## src/rtl/hostif_pkg.sv

```systemverilog
package hostif_pkg;
  localparam int unsigned WORD_W = 64;
  localparam int unsigned PAY_W  = 48;

  typedef logic [WORD_W-1:0] word_t;

  typedef enum logic [1:0] {
    REQ_NONE    = 2'd0,
    REQ_HALT    = 2'd1,
    REQ_SYSCALL = 2'd2
  } req_kind_e;

  typedef enum logic {
    ST_IDLE  = 1'b0,
    ST_FETCH = 1'b1
  } ctl_state_e;
endpackage

```

## src/rtl/hostif_field_decode.sv

```systemverilog
module hostif_field_decode
  import hostif_pkg::*;
#(
  parameter int unsigned XLEN    = 64,
  parameter int unsigned DEV_LSB = 56,
  parameter int unsigned CMD_LSB = 48
) (
  input  logic [XLEN-1:0]  word_i,
  output logic [7:0]       device_o,
  output logic [7:0]       command_o,
  output logic [PAY_W-1:0] payload_o,
  output req_kind_e        kind_o
);
  generate
    if (XLEN >= 64) begin : g_wide
      assign device_o  = word_i[DEV_LSB +: 8];
      assign command_o = word_i[CMD_LSB +: 8];
      assign payload_o = word_i[PAY_W-1:0];
    end else begin : g_narrow
      // narrow registers carry no routing fields
      assign device_o  = 8'h00;
      assign command_o = 8'h00;
      assign payload_o = PAY_W'(word_i);
    end
  endgenerate

  always_comb begin
    if (payload_o[0])
      kind_o = REQ_HALT;
    else if ((device_o != 8'h00) || (command_o != 8'h00))
      kind_o = REQ_HALT;
    else
      kind_o = REQ_SYSCALL;
  end
endmodule

```

## src/rtl/hostif_desc_fetch.sv

```systemverilog
module hostif_desc_fetch
  import hostif_pkg::*;
#(
  parameter int unsigned ADDR_W     = 48,
  parameter int unsigned DESC_WORDS = 8,
  parameter int unsigned KEEP_WORDS = 4
) (
  input  logic                       clk_i,
  input  logic                       rst_ni,
  input  logic                       start_i,
  input  logic [ADDR_W-1:0]          base_i,
  output logic                       req_o,
  output logic [ADDR_W-1:0]          addr_o,
  input  logic                       rvalid_i,
  input  word_t                      rdata_i,
  output logic                       done_o,
  output logic [KEEP_WORDS-1:0][WORD_W-1:0] words_o
);
  localparam int unsigned IDX_W = (DESC_WORDS > 1) ? $clog2(DESC_WORDS) : 1;
  localparam logic [IDX_W-1:0] LAST_IDX = IDX_W'(DESC_WORDS - 1);
  localparam int unsigned STRIDE_SH = 3;

  logic              active_q;
  logic              done_q;
  logic [IDX_W-1:0]  idx_q;
  logic [ADDR_W-1:0] base_q;
  logic              take;

  assign take   = active_q && rvalid_i;
  assign req_o  = active_q;
  assign done_o = done_q;
  assign addr_o = base_q + (ADDR_W'(idx_q) << STRIDE_SH);

  always_ff @(posedge clk_i or negedge rst_ni) begin
    if (!rst_ni) begin
      active_q <= 1'b0;
      done_q   <= 1'b0;
      idx_q    <= '0;
      base_q   <= '0;
    end else begin
      done_q <= 1'b0;
      if (start_i) begin
        active_q <= 1'b1;
        idx_q    <= '0;
        base_q   <= base_i;
      end else if (take) begin
        if (idx_q == LAST_IDX) begin
          active_q <= 1'b0;
          done_q   <= 1'b1;
        end else begin
          idx_q <= idx_q + 1'b1;
        end
      end
    end
  end

  generate
    for (genvar g = 0; g < KEEP_WORDS; g++) begin : g_keep
      always_ff @(posedge clk_i or negedge rst_ni) begin
        if (!rst_ni)
          words_o[g] <= '0;
        else if (take && (idx_q == IDX_W'(g)))
          words_o[g] <= rdata_i;
      end
    end
  endgenerate

  AST_ADDR_HOLD: assert property (@(posedge clk_i) disable iff (!rst_ni)
    (req_o && !rvalid_i) |=> $stable(addr_o));

  AST_ADDR_STEP: assert property (@(posedge clk_i) disable iff (!rst_ni)
    (take && (idx_q != LAST_IDX)) |=> (addr_o == $past(addr_o) + ADDR_W'(8)));

  AST_IDX_RANGE: assert property (@(posedge clk_i) disable iff (!rst_ni)
    active_q |-> (idx_q <= LAST_IDX));

  AST_DONE_ENDS_REQ: assert property (@(posedge clk_i) disable iff (!rst_ni)
    done_o |-> !req_o);
endmodule

```

## src/rtl/hostif_syscall_classify.sv

```systemverilog
module hostif_syscall_classify
  import hostif_pkg::*;
#(
  parameter int unsigned KEEP_WORDS   = 4,
  parameter logic [63:0] SYS_WRITE_ID = 64'd64
) (
  input  logic [KEEP_WORDS-1:0][WORD_W-1:0] words_i,
  output logic  is_write_o,
  output word_t fd_o,
  output word_t buf_o,
  output word_t len_o
);
  assign is_write_o = (words_i[0] == SYS_WRITE_ID);
  assign fd_o       = words_i[1];
  assign buf_o      = words_i[2];
  assign len_o      = words_i[3];
endmodule

```

## src/rtl/hostif_tohost_decoder.sv

```systemverilog
module hostif_tohost_decoder
  import hostif_pkg::*;
#(
  parameter int unsigned XLEN       = 64,
  parameter int unsigned DESC_WORDS = 8,
  parameter logic [63:0] SYS_WRITE_ID = 64'd64
) (
  input  logic             clk_i,
  input  logic             rst_ni,
  input  logic             tohost_we_i,
  input  logic             fromhost_we_i,
  input  logic [XLEN-1:0]  wdata_i,
  output logic [XLEN-1:0]  tohost_o,
  output logic [XLEN-1:0]  fromhost_o,
  output logic             busy_o,
  output logic             mem_req_o,
  output logic [47:0]      mem_addr_o,
  input  logic             mem_rvalid_i,
  input  logic [63:0]      mem_rdata_i,
  output logic             halt_o,
  output logic [47:0]      exit_code_o,
  output logic             wr_cmd_valid_o,
  output logic [63:0]      wr_fd_o,
  output logic [63:0]      wr_buf_o,
  output logic [63:0]      wr_len_o
);
  localparam int unsigned KEEP_WORDS = 4;
  localparam logic [XLEN-1:0] IDLE_VAL = '1;

  ctl_state_e        state_q;
  logic [XLEN-1:0]   tohost_q, fromhost_q;
  logic [PAY_W-1:0]  payload_q, exit_q;
  logic              halt_q, cmd_q;
  word_t             fd_q, buf_q, len_q;

  logic [7:0]        dec_dev, dec_cmd;
  logic [PAY_W-1:0]  dec_pay;
  req_kind_e         dec_kind;
  logic              accept, fetch_start, fetch_done;
  logic [KEEP_WORDS-1:0][WORD_W-1:0] desc_words;
  logic              cls_write;
  word_t             cls_fd, cls_buf, cls_len;

  hostif_field_decode #(.XLEN(XLEN)) u_decode (
    .word_i    (wdata_i),
    .device_o  (dec_dev),
    .command_o (dec_cmd),
    .payload_o (dec_pay),
    .kind_o    (dec_kind)
  );

  assign accept      = tohost_we_i && (state_q == ST_IDLE);
  assign fetch_start = accept && (dec_kind == REQ_SYSCALL);

  hostif_desc_fetch #(
    .ADDR_W(PAY_W), .DESC_WORDS(DESC_WORDS), .KEEP_WORDS(KEEP_WORDS)
  ) u_fetch (
    .clk_i    (clk_i),
    .rst_ni   (rst_ni),
    .start_i  (fetch_start),
    .base_i   (dec_pay),
    .req_o    (mem_req_o),
    .addr_o   (mem_addr_o),
    .rvalid_i (mem_rvalid_i),
    .rdata_i  (mem_rdata_i),
    .done_o   (fetch_done),
    .words_o  (desc_words)
  );

  hostif_syscall_classify #(
    .KEEP_WORDS(KEEP_WORDS), .SYS_WRITE_ID(SYS_WRITE_ID)
  ) u_classify (
    .words_i    (desc_words),
    .is_write_o (cls_write),
    .fd_o       (cls_fd),
    .buf_o      (cls_buf),
    .len_o      (cls_len)
  );

  always_ff @(posedge clk_i or negedge rst_ni) begin
    if (!rst_ni)
      fromhost_q <= IDLE_VAL;
    else if (fromhost_we_i)
      fromhost_q <= wdata_i;
  end

  always_ff @(posedge clk_i or negedge rst_ni) begin
    if (!rst_ni) begin
      state_q   <= ST_IDLE;
      tohost_q  <= IDLE_VAL;
      payload_q <= '0;
      exit_q    <= '0;
      halt_q    <= 1'b0;
      cmd_q     <= 1'b0;
      fd_q      <= '0;
      buf_q     <= '0;
      len_q     <= '0;
    end else begin
      halt_q <= 1'b0;
      cmd_q  <= 1'b0;
      if (accept) begin
        tohost_q  <= wdata_i;
        payload_q <= dec_pay;
        if (dec_kind == REQ_HALT) begin
          halt_q <= 1'b1;
          exit_q <= dec_pay;
        end else if (dec_kind == REQ_SYSCALL) begin
          state_q <= ST_FETCH;
        end
      end else if (halt_q) begin
        // mailbox reads idle once the stop has been issued
        tohost_q <= IDLE_VAL;
      end
      if ((state_q == ST_FETCH) && fetch_done) begin
        state_q  <= ST_IDLE;
        tohost_q <= IDLE_VAL;
        if (cls_write) begin
          cmd_q <= 1'b1;
          fd_q  <= cls_fd;
          buf_q <= cls_buf;
          len_q <= cls_len;
        end else begin
          halt_q <= 1'b1;
          exit_q <= payload_q;
        end
      end
    end
  end

  assign tohost_o       = tohost_q;
  assign fromhost_o     = fromhost_q;
  assign busy_o         = (state_q == ST_FETCH);
  assign halt_o         = halt_q;
  assign exit_code_o    = exit_q;
  assign wr_cmd_valid_o = cmd_q;
  assign wr_fd_o        = fd_q;
  assign wr_buf_o       = buf_q;
  assign wr_len_o       = len_q;

  AST_ONE_RESULT: assert property (@(posedge clk_i) disable iff (!rst_ni)
    !(halt_o && wr_cmd_valid_o));

  AST_REQ_WHEN_BUSY: assert property (@(posedge clk_i) disable iff (!rst_ni)
    mem_req_o |-> busy_o);

  AST_TOHOST_HELD: assert property (@(posedge clk_i) disable iff (!rst_ni)
    (busy_o && !fetch_done) |=> $stable(tohost_o));

  AST_CMD_ENDS_BUSY: assert property (@(posedge clk_i) disable iff (!rst_ni)
    wr_cmd_valid_o |-> ($past(busy_o) && !busy_o));

  AST_FETCH_NOT_IDLE: assert property (@(posedge clk_i) disable iff (!rst_ni)
    fetch_done |-> busy_o);
endmodule

```

## config.mk

```make
export PLATFORM = sky130hd
export DESIGN_NAME = hostif_tohost_decoder
export DESIGN_NICKNAME = d
export VERILOG_FILES = /design/src/rtl/hostif_pkg.sv /design/src/rtl/hostif_field_decode.sv /design/src/rtl/hostif_desc_fetch.sv /design/src/rtl/hostif_syscall_classify.sv /design/src/rtl/hostif_tohost_decoder.sv
export SDC_FILE = /design/constraint.sdc
export NUM_CORES = 1
export LEC_CHECK = 0
export BUFFER_PORTS_ARGS = -buffer_cell sky130_fd_sc_hd__buf_2
export CORE_ASPECT_RATIO = 2
export CORE_MARGIN = 2
export CORE_UTILIZATION = 44
export DETAILED_ROUTE_END_ITERATION = 16
export GPL_TIMING_DRIVEN = 0
export MAX_ROUTING_LAYER = met4
export PLACE_DENSITY = 0.77
export SYNTH_ARGS = -nofsm -noshare
export SYNTH_HDL_FRONTEND = slang
export SYNTH_SLANG_ARGS = --single-unit
```

## constraint.sdc

```tcl
create_clock -name clk_i -period 4.1 [get_ports clk_i]
set_input_delay 0.82 -clock clk_i [delete_from_list [all_inputs] [get_ports clk_i]]
set_output_delay 0.82 -clock clk_i [all_outputs]
set_load 0.005 [all_outputs]
```

==> results.yml <==
run_status:
  status: "complete, no violations"
synth:
  synth_commonest_cells: "dfrtp_1, mux2_2, nand2_1"
  synth_top_flop_cell: "dfrtp_1"
  synthArstFlopShare_pct: 100.0
  synthCells: 1890
  yosys.area.top_type: "dfrtp_1"
  yosys.area.top_type_share_pct: 51.27
  synth_seq_area_share_pct: 62.75
  syn_area_um2: 29290
  ys_types: 44
  yosysWarnings: 0
  synth_edf_count: 0
  ys_ff_latch: 728
  synthTopCellsByArea: "dfrtp_1, mux2_2, dfstp_2"
  synth.most_common_cell: "dfrtp_1"
  avgSynthCellArea_um2: 15.50
  synth_nets: 2033
routing:
  postRouteAntennaNets: 0
  drt_first_iter_violations: 790
  viasPerCell: 5.323
  routed_wl_mm: 82.75
  drc_errors: 0
  wl_per_cell_um: 24.01
  via_count: 18343
  dr.pass1.iters: 5
timing:
  post-route-period-util_pct: 95.38
  worst_pin_slew_ns: 1.087
  holdWs_ns: 0.1184
  clock_skew_ns: 0.02054
  layout_setup_ws_ns: 0.1894
  setup_viol: 0
  maxSlewHeadroom_pct: 27.53
  final.setup.tns_ns: 0
  final_hold_viol_count: 0
  period_needed_ns: 3.911
  slew_viol_final: 0
  rsz0062_at_grt: "false"
  fmax_mhz: 255.7
worst_setup_path:
  rr_endpoint: "exit_code_o[42]$_DFF_PN0_"
  crit_start: "u_fetch.idx_q[0]$_DFFE_PN0P_"
  start_kind: "flip-flop"
  reg2reg_slack_ns: 0.79
  r2r-start: "busy_o$_DFFE_PN0P_"
  critPathCaptureType: "primary output"
  path_class: "reg -> out"
  worstRegToRegCells: 6
  critical_path_arrival_ns: 3.09
  crit_required_ns: 3.28
  crit_path_max_fanout: 5
  timing.critical_path.to: "mem_addr_o[37]"
clocking:
  path_clk_slew_ns: 0.07
  cts_buffers: 66
  cts_root_buffer: "clkbuf_16"
  tritoncts: "done"
  htree_levels: 3
  clk_latency_ns: 0.63
  clk_path_buf_depth: 3
  clkSinkCount: 728
power:
  power_per_cell_area_nw_per_um2: 405.3
  p_leak_nw: 19.09
  ir_worst_vdd_uv: 412.4
global_route:
  overflow: 0
  antenna_found_initial: 3
  grt_pass1_wl_mm: 124.9
  track_usage_pct: 24.97
  grt_pass1_vias: 20340
  grt_max_degree: 129
job:
  maxCapViolCount: 0
floorplanning:
  die_h_um: 368.9
  coreArea_um2: 65730
  die_area_um2: 68760
  start_util_pct: 44.55
  io_pins: 553
  die_w_um: 186.4
  rows: 133
placement:
  place_ws_ns: 0.1119
  hpwl_mm: 62.64
  io_buffer_count: 551
  place_congestion: 0.8978
final_layout:
  area_growth_pct: 21.72
  n_fill_cell: 5330
  final_net_count: 2658
  drive_gt1_share_pct: 57.07
  post-route-util_pct: 54.23
hold_path:
  hold_class: "in -> async"
==> how the worst min path moves through the flow <==
stage | startpoint | end | slack [ns] | depth (start not counted)
after floorplan | payload_q[0]$_DFFE_PN0P_ | payload_q[0]$_DFFE_PN0P_ | 0.44 | 2
after global placement | payload_q[23]$_DFFE_PN0P_ | payload_q[23]$_DFFE_PN0P_ | 0.46 | 2
after detailed placement | payload_q[6]$_DFFE_PN0P_ | payload_q[6]$_DFFE_PN0P_ | 0.46 | 2
after CTS | rst_ni | wr_fd_o[45]$_DFFE_PN0P_ | 0.07 | 1
after global routing | rst_ni | u_fetch.words_o[99]$_DFFE_PN0P_ | 0.12 | 1
final | rst_ni | u_fetch.words_o[107]$_DFFE_PN0P_ | 0.12 | 1
==> state kept, by name, indices dropped and copies added (netlist names), 64 cells and up <==
name and cells:
fromhost_o 64, tohost_o 64, u_fetch.words_o 256, wr_buf_o 64
wr_fd_o 64, wr_len_o 64
==> layout by cell type, fill, tap and decap left out, types with 2 or more instances in the layout <==
| cell | n |
|---|---|
| dfrtp_1 | 600 |
| buf_2 | 561 |
| mux2_2 | 485 |
| nand2_1 | 172 |
| mux2_4 | 146 |
| dfstp_2 | 128 |
| clkbuf_1 | 71 |
| clkbuf_16 | 69 |
| o22a_1 | 63 |
| xnor2_1 | 30 |
| mux2_1 | 23 |
| nand3_1 | 22 |
| nor4_1 | 22 |
| clkbuf_8 | 18 |
| buf_6 | 17 |
| xor2_1 | 14 |
| nor2_1 | 11 |
| nand4_1 | 10 |
| nor3_1 | 9 |
| ha_1 | 9 |
| inv_1 | 8 |
| buf_4 | 7 |
| bufinv_16 | 7 |
| and3_1 | 6 |
| clkinv_2 | 6 |
| buf_16 | 6 |
| and4_1 | 5 |
| a21o_1 | 4 |
| a21oi_1 | 3 |
| nor4_2 | 3 |
| nor2b_1 | 3 |
| buf_1 | 3 |
| diode_2 | 2 |
| nand4_2 | 2 |
| o31ai_1 | 2 |
| inv_6 | 2 |
==> kinds of logic after synthesis <==
family / after synthesis / synth area share (%)
AOI/OAI and AO/OA: 77 / 2.200
xor gates and xnor gates: 44 / 1.316
adders and majority gates: 10 / 0.4529
buffers and inverters: 102 / 1.880
DFF: 728 / 62.75
muxes: 654 / 27.02
and+or+nand+nor: 275 / 4.379
==> power by group <==
part	internal [mW]	switching (mW)	total, mW	leakage [nW]
Sequential	7.32	0.0472	7.37	9.68
Combinational	0.176	0.343	0.519	8.28
Clock	3.87	2.70	6.56	1.14
Total	11.4	3.09	14.4	19.1
==> critical path: stages (launching register included) <==
cell	delay (ns)
dfrtp_1	0.45
ha_1	0.23
fa_1	0.21
a21o_1	0.24
nand4_2	0.18
or4_4	0.58
nor3_1	0.25
xor2_1	0.20
buf_2	0.15
==> metal layers <==
layer	share of wire, %	vias to the layer above	GRT usage (%)
li1	-	7952	-
met1	36	9458	26.19
met2	52	744	43.91
met3	6.6	189	5.515
met4	5.2	0	12.91
met5	0	-	-
==> layout make-up <==
| class | count | area [µm²] | share of cell area [%] |
|---|---|---|---|
| multi-input cells | 1060 | 10370 | 29.10 |
| diodes | 2 | 5.005 | 0.01404 |
| clock inverters | 18 | 280.3 | 0.7862 |
| repair buffers | 557 | 2933 | 8.227 |
| inverters | 8 | 30.03 | 0.08424 |
| well taps | 877 | 1097 | 3.078 |
| clock buffers | 102 | 2031 | 5.697 |
| plain buffers | 94 | 520.5 | 1.460 |
| flip-flops and latches | 728 | 18380 | 51.55 |
==> metrics by stage <==
stage	cell area, µm²	power, mW	std cells
after floorplan	29290	7.597	1890
after global placement	33140	7.979	3318
after detailed placement	33320	8.025	3324
after CTS	35630	14.62	3444
after global routing	35640	14.95	3445
final	35650	14.45	3446
==> what timing repair did <==
| action | 4_1_cts | 5_1_grt |
|---|---|---|
| hold buffers | 0 | 0 |
| resized for setup | 1 | 1 |
| endpoints found under the hold margin | 0 | 0 |
| setup buffers | 0 | 0 |
| endpoints found under the setup margin | 5 | 4 |
Note: power is estimated with default switching activity, not from simulation.
